<file path="config.mk">
export PLATFORM = sky130hd
export DESIGN_NAME = legacy_mem_decoder
export DESIGN_NICKNAME = d
export VERILOG_FILES = /design/src/rtl/legacy_dec_pkg.sv /design/src/rtl/legacy_cfg_regs.sv /design/src/rtl/legacy_seg_map.sv /design/src/rtl/legacy_route.sv /design/src/rtl/legacy_mem_decoder.sv
export SDC_FILE = /design/constraint.sdc
export NUM_CORES = 1
export LEC_CHECK = 0
export ABC_AREA = 1
export BUFFER_PORTS_ARGS = -buffer_cell sky130_fd_sc_hd__buf_2
export CORE_MARGIN = 5
export CORE_UTILIZATION = 30
export DETAILED_ROUTE_END_ITERATION = 8
export SLEW_MARGIN = 20
export SYNTH_ARGS = -nofsm -noshare
export SYNTH_HDL_FRONTEND = slang
export SYNTH_SLANG_ARGS = --single-unit
</file>
<file path="constraint.sdc">
create_clock -name clk -period 1.65 [get_ports clk]
set_input_delay 0.0825 -clock clk [delete_from_list [all_inputs] [get_ports clk]]
set_output_delay 0.0825 -clock clk [all_outputs]
set_load 0.02 [all_outputs]
</file>
<file path="src/rtl/legacy_dec_pkg.sv">
// Shared types and routing rules for the legacy memory decoder.
// Assumes 16 KB decode granularity and a 1 MB legacy address hole.
package legacy_dec_pkg;

    // Two-bit segment attribute codes; ATTR_ALT behaves like ATTR_OFF.
    typedef enum logic [1:0] {
        ATTR_OFF = 2'd0,
        ATTR_RO  = 2'd1,
        ATTR_ALT = 2'd2,
        ATTR_RW  = 2'd3
    } attr_t;

    // Exactly one of the two destinations is chosen for an in-range access.
    typedef struct packed {
        logic dram;
        logic bus;
    } route_t;

    localparam int PAGE_SHIFT = 14;   // 16 KB pages
    localparam int PAGE_W     = 6;    // pages within 1 MB
    localparam int HOLE_TOP   = 20;   // address bit where the 1 MB space ends
    localparam int WIN_FIRST  = 40;   // page of 0xA0000
    localparam int SEG_FIRST  = 48;   // page of 0xC0000
    localparam int HIGH_FIRST = 60;   // page of 0xF0000

    // Map an attribute and access direction to a destination.
    function automatic route_t attr_route(attr_t a, logic is_write);
        route_t r;
        logic   to_dram;
        if (is_write) to_dram = (a == ATTR_RW);
        else          to_dram = (a == ATTR_RO) || (a == ATTR_RW);
        r.dram = to_dram;
        r.bus  = !to_dram;
        return r;
    endfunction

endpackage

</file>
<file path="src/rtl/legacy_cfg_regs.sv">
// Configuration storage: the packed attribute bytes and the SMRAM control bits.
// Only the fields that drive routing are kept. Attribute byte k lives at
// ATTR_BASE + k; the SMRAM byte lives at SMRAM_OFS. Writes elsewhere are dropped.
module legacy_cfg_regs #(
    parameter int          N_SEG     = 12,
    parameter int          CFG_AW    = 8,
    parameter logic [7:0]  ATTR_BASE = 8'h59,
    parameter logic [7:0]  SMRAM_OFS = 8'h72,
    parameter logic [7:0]  SMRAM_RST = 8'h02,
    localparam int         N_REGS    = 1 + (N_SEG + 1) / 2
) (
    input  logic                        clk,
    input  logic                        rst_n,
    input  logic                        cfg_we,
    input  logic [CFG_AW-1:0]           cfg_addr,
    input  logic [7:0]                  cfg_wdata,
    output logic [N_REGS-1:0][1:0]      fld_lo,
    output logic [N_REGS-1:0][1:0]      fld_hi,
    output logic                        smram_open,
    output logic                        smram_smm_en
);

    genvar k;
    generate
        for (k = 0; k < N_REGS; k++) begin : g_attr
            localparam logic [CFG_AW-1:0] OFS = CFG_AW'(ATTR_BASE) + CFG_AW'(k);
            // Capture the two attribute fields of byte k on a matching write.
            always_ff @(posedge clk) begin
                if (!rst_n) begin
                    fld_lo[k] <= 2'd0;
                    fld_hi[k] <= 2'd0;
                end else if (cfg_we && cfg_addr == OFS) begin
                    fld_lo[k] <= cfg_wdata[1:0];
                    fld_hi[k] <= cfg_wdata[5:4];
                end
            end
        end
    endgenerate

    // Capture the SMRAM open and management-mode enable bits.
    always_ff @(posedge clk) begin
        if (!rst_n) begin
            smram_open   <= SMRAM_RST[6];
            smram_smm_en <= SMRAM_RST[3];
        end else if (cfg_we && cfg_addr == CFG_AW'(SMRAM_OFS)) begin
            smram_open   <= cfg_wdata[6];
            smram_smm_en <= cfg_wdata[3];
        end
    end

endmodule

</file>
<file path="src/rtl/legacy_seg_map.sv">
// Unpacks the attribute bytes into one attribute per decode range.
// Byte 0 supplies the top 64 KB from its high field. Segment i takes
// byte 1 + i/2, low field when i is even and high field when i is odd.
module legacy_seg_map
    import legacy_dec_pkg::*;
#(
    parameter int  N_SEG  = 12,
    localparam int N_REGS = 1 + (N_SEG + 1) / 2
) (
    input  logic [N_REGS-1:0][1:0]  fld_lo,
    input  logic [N_REGS-1:0][1:0]  fld_hi,
    output attr_t                   high_attr,
    output attr_t [N_SEG-1:0]       seg_attr
);

    // Top range uses the high field of the first byte.
    assign high_attr = attr_t'(fld_hi[0]);

    genvar i;
    generate
        for (i = 0; i < N_SEG; i++) begin : g_seg
            if ((i % 2) == 0) begin : g_even
                assign seg_attr[i] = attr_t'(fld_lo[1 + i / 2]);
            end else begin : g_odd
                assign seg_attr[i] = attr_t'(fld_hi[1 + i / 2]);
            end
        end
    endgenerate

    // The low field of byte 0 has no range assigned to it.
    logic spare_lo;
    assign spare_lo = ^fld_lo[0];

endmodule

</file>
<file path="src/rtl/legacy_route.sv">
// Combinational range decode and destination choice for one access.
// Assumes the address is a full physical address; any bit at or above
// bit 20 being set puts it outside the legacy hole.
module legacy_route
    import legacy_dec_pkg::*;
#(
    parameter int ADDR_W = 32,
    parameter int N_SEG  = 12
) (
    input  logic [ADDR_W-1:0]   acc_addr,
    input  logic                acc_write,
    input  logic                smm_active,
    input  attr_t               high_attr,
    input  attr_t [N_SEG-1:0]   seg_attr,
    input  logic                smram_open,
    input  logic                smram_smm_en,
    output route_t              route
);

    logic [PAGE_W-1:0] page;
    logic              hi_clear;
    logic              in_win;
    logic              in_seg;
    logic              in_high;
    attr_t             seg_pick;

    // Classify the address into window, segment band, top range or outside.
    always_comb begin
        page     = acc_addr[HOLE_TOP-1:PAGE_SHIFT];
        hi_clear = (acc_addr[ADDR_W-1:HOLE_TOP] == '0);
        in_win   = hi_clear && (page >= PAGE_W'(WIN_FIRST)) && (page < PAGE_W'(SEG_FIRST));
        in_seg   = hi_clear && (page >= PAGE_W'(SEG_FIRST)) && (page < PAGE_W'(SEG_FIRST + N_SEG));
        in_high  = hi_clear && (page >= PAGE_W'(HIGH_FIRST));
    end

    // Select the attribute of the addressed segment.
    always_comb begin
        seg_pick = ATTR_OFF;
        for (int s = 0; s < N_SEG; s++) begin
            if (page == PAGE_W'(SEG_FIRST + s)) seg_pick = seg_attr[s];
        end
    end

    // Decide the destination; outside the hole neither is chosen.
    always_comb begin
        route = '0;
        if (in_win) begin
            route.dram = smram_open || (smm_active && smram_smm_en);
            route.bus  = !route.dram;
        end else if (in_seg) begin
            route = attr_route(seg_pick, acc_write);
        end else if (in_high) begin
            route = attr_route(high_attr, acc_write);
        end
    end

endmodule

</file>
<file path="src/rtl/legacy_mem_decoder.sv">
// Top of the legacy memory attribute and SMRAM decoder.
// Each valid access yields a one-cycle strobe on dram_sel or bus_fwd on
// the next cycle. The decode uses configuration state from before the
// edge and the management-mode flag from the access cycle.
module legacy_mem_decoder
    import legacy_dec_pkg::*;
#(
    parameter int          ADDR_W    = 32,
    parameter int          CFG_AW    = 8,
    parameter int          N_SEG     = 12,
    parameter logic [7:0]  ATTR_BASE = 8'h59,
    parameter logic [7:0]  SMRAM_OFS = 8'h72,
    parameter logic [7:0]  SMRAM_RST = 8'h02
) (
    input  logic                clk,
    input  logic                rst_n,
    input  logic                cfg_we,
    input  logic [CFG_AW-1:0]   cfg_addr,
    input  logic [7:0]          cfg_wdata,
    input  logic                acc_valid,
    input  logic [ADDR_W-1:0]   acc_addr,
    input  logic                acc_write,
    input  logic                smm_active,
    output logic                dram_sel,
    output logic                bus_fwd
);

    localparam int N_REGS = 1 + (N_SEG + 1) / 2;

    logic [N_REGS-1:0][1:0] fld_lo;
    logic [N_REGS-1:0][1:0] fld_hi;
    logic                   smram_open;
    logic                   smram_smm_en;
    attr_t                  high_attr;
    attr_t [N_SEG-1:0]      seg_attr;
    route_t                 route;

    legacy_cfg_regs #(
        .N_SEG(N_SEG), .CFG_AW(CFG_AW), .ATTR_BASE(ATTR_BASE),
        .SMRAM_OFS(SMRAM_OFS), .SMRAM_RST(SMRAM_RST)
    ) u_regs (
        .clk(clk), .rst_n(rst_n), .cfg_we(cfg_we), .cfg_addr(cfg_addr),
        .cfg_wdata(cfg_wdata), .fld_lo(fld_lo), .fld_hi(fld_hi),
        .smram_open(smram_open), .smram_smm_en(smram_smm_en)
    );

    legacy_seg_map #(.N_SEG(N_SEG)) u_map (
        .fld_lo(fld_lo), .fld_hi(fld_hi),
        .high_attr(high_attr), .seg_attr(seg_attr)
    );

    legacy_route #(.ADDR_W(ADDR_W), .N_SEG(N_SEG)) u_route (
        .acc_addr(acc_addr), .acc_write(acc_write), .smm_active(smm_active),
        .high_attr(high_attr), .seg_attr(seg_attr),
        .smram_open(smram_open), .smram_smm_en(smram_smm_en), .route(route)
    );

    // Register the destination strobes for one cycle per valid access.
    always_ff @(posedge clk) begin
        if (!rst_n) begin
            dram_sel <= 1'b0;
            bus_fwd  <= 1'b0;
        end else begin
            dram_sel <= acc_valid && route.dram;
            bus_fwd  <= acc_valid && route.bus;
        end
    end

endmodule

</file>
==> reports/qor.csv <==
stage,metric,value,unit
status,status,finished clean,
critical_path,arrival,1.47,ns
layout,multi_input_area,796,um^2
layout,area_delta_synth_final,23.8,%
logic_synthesis,synth_most_common_cell,inv_1,
detailed_routing,drt_iter0_markers,69,
sta,max_freq,786,MHz
layout,diodes,0,
floorplanning,initial_core_util,30.7,%
sta,slew_headroom,67.4,%
detailed_routing,routedWlPerCell,11.7,um
critical_path,worstSetupStartpointType,register,
logic_synthesis,ys.flop_type,dfxtp_1,
clocking,clockBufferDepth,2,
layout,fill_cells,574,
global_route,grt_pass1_wl,6520,um
logic_synthesis,ys_ff_latch,30,
floorplanning,dieWidth,82.1,um
clocking,cts_resized,0,
pwr,powerDensity,772,nW/um^2
placement,hpwl,3130,um
logic_synthesis,synth_top_area_cell,dfxtp_1,
critical_path,cp.required,1.84,ns
global_route,antenna_found_initial,0,
sta,tightest_slew,0.485,ns
layout,final_nets,320,
pwr,ir_drop,0.000300,V
logic_synthesis,yosys-top-cells-area,"dfxtp_1, a21oi_1, inv_1",
logic_synthesis,synthAdderAreaFrac,0,%
logic_synthesis,ys_warn_count,0,
logic_synthesis,synth_nets,276,
sta,final.period_utilization,77.1,%
global_route,grt_use_total,12.9,%
logic_synthesis,synthArstFlopShare,0,%
clocking,postCtsSetupBuffers,0,
clocking,hold_buffers,0,
clocking,clock_latency,0.29,ns
logic_synthesis,synth_mux_area_share,0,%
critical_path,cp-end-kind,register,
sta,rsz0062_at_grt,false,
sta,skew,0.00590,ns
logic_synthesis,synthTopCellsByCount,"inv_1, dfxtp_1, a21oi_1",
floorplanning,row_count,26,
clocking,cts_root_buf,clkbuf_8,
sta,finalHoldViolCount,0,
floorplanning,dieArea,6730,um^2
layout,drive_gt1_share,23.6,%
detailed_routing,routed-via-count,1548,
floorplanning,die_h,82.1,um
run,maxCapViolCount,0,
logic_synthesis,synth_top_family_by_area,simple AND/OR/NAND/NOR gates,
clocking,cts_tree,built,
logic_synthesis,syn_avg_cell_area,7.02,um^2
logic_synthesis,synth_xor_area_share,0,%
global_route,grt_max_degree,27,
critical_path,path_max_fanout,2,
critical_path,critical_path_class,register to register,
logic_synthesis,syn_inst,222,
critical_path,reg2reg_depth,12,
floorplanning,ios,56,
placement,place.gp.congestion,0.906,
pwr,leakagePower,0.827,nW
clocking,cts.clk_slew.worst_paths,0.07,ns
logic_synthesis,yosysSeqAreaShare,38.6,%
global_route,grt.overflow.total,0,
logic_synthesis,synth_top_area_share,38.6,%
logic_synthesis,syn_area,1560,um^2
hold_path,hold_depth,3,
detailed_routing,wirelength,3930,um
pwr,power,1.49,mW
layout,regArea,601,um^2
detailed_routing,via_per_inst,4.59,
detailed_routing,antenna_left,0,
hold_path,hold_class,primary input to register,
clocking,cts_buffers,5,
sta,setup_viol,0,
detailed_routing,drc_errors,0,
sta,report.final.slew_viol_count,0,
logic_synthesis,synth_cell_types,25,
sta,fin_setup_tns,0,ns
floorplanning,fp.coreArea,5070,um^2
clocking,cts_sinks,30,
placement,io_buffer_count,39,
logic_synthesis,synth_compound_area_share,21.8,%
logic_synthesis,synth_edf_count,0,
global_route,grt_pass1_vias,1444,
logic_synthesis,synthSimpleGateAreaFrac,29.2,%
clocking,cts_htree_levels,2,
detailed_routing,firstDrtPassIters,4,
sta,hold_ws,0.0172,ns
sta,period_minus_slack,1.27,ns
critical path, stage by stage, from the launching register on:
cell	delay, ns
dfxtp_1	0.32
nand3_1	0.08
nand2_1	0.05
nor2_1	0.10
nand3_1	0.09
nand2_1	0.07
nand4_1	0.08
nand2_1	0.08
nand3_1	0.07
nand2_1	0.09
nand3_1	0.07
nand2_1	0.06
inv_1	0.03
cells in the final DEF (no fill, tap or decap), types with 2 or more instances in the layout:
| master | count |
|---|---|
| inv_2 | 4 |
| inv_1 | 37 |
| o21ai_0 | 25 |
| nor2_1 | 22 |
| a21oi_1 | 29 |
| nor2_2 | 3 |
| nand3_1 | 9 |
| nor3_1 | 7 |
| clkbuf_8 | 6 |
| buf_2 | 39 |
| nor4_4 | 3 |
| nand2_1 | 26 |
| dfxtp_1 | 30 |
| nand4_1 | 9 |
| a211oi_1 | 4 |
| nor3_2 | 2 |
flip-flops by register name (all words and copies together) (netlist names):
register and count:
bus_fwd 1, u_regs.fld_lo 12, u_regs.smram_smm_en 1, u_regs.fld_hi 14, dram_sel 1, u_regs.smram_open 1
final timing paths:
check / start / slack, ns / end
max: u_regs.fld_hi[3] / 0.38 / dram_sel
min: cfg_wdata[6] / 0.02 / u_regs.smram_open
max reg2reg: u_regs.fld_hi[3] / 0.38 / dram_sel
min reg2reg: u_regs.fld_lo[8] / 0.45 / u_regs.fld_lo[8]
area by class of cell:
| type | count | area share (%) |
|---|---|---|
| clock buffers | 6 | 4.28 |
| clock inverters | 2 | 0.649 |
| inverters | 41 | 7.98 |
| multi-input cells | 149 | 41.3 |
| flip-flops and latches | 30 | 31.1 |
| well taps | 70 | 4.54 |
| repair buffers | 39 | 10.1 |
per-layer routing:
metal	vias up	track usage, %	wire [um]
met3	6	3.62	209
li1	838	-	-
met5	-	0	0
met1	672	16.3	1760
met2	32	20.4	1890
met4	0	5.98	76
stage by stage:
step                      setup WS [ns]  util, %  std cells  cell area, um^2
final                             0.377     38.0        337             1930
after global routing              0.200     38.0        337             1930
after CTS                         0.389     38.0        337             1930
after detailed placement          0.205     36.1        329             1830
after global placement            0.190     36.1        329             1830
after floorplan                   0.520        -        222             1560
report_power, final:
part / switching (mW) / internal (mW) / total, mW
sequential: 0.000764 / 0.726 / 0.726
clock: 0.284 / 0.334 / 0.618
combinational: 0.0917 / 0.0517 / 0.143
total: 0.376 / 1.11 / 1.49
cells by family after synthesis:
kind of cell / after synthesis
buf+inv: 43
flops: 30
simple gates: 86
compound gates: 63
(Power assumes the default switching activity.)
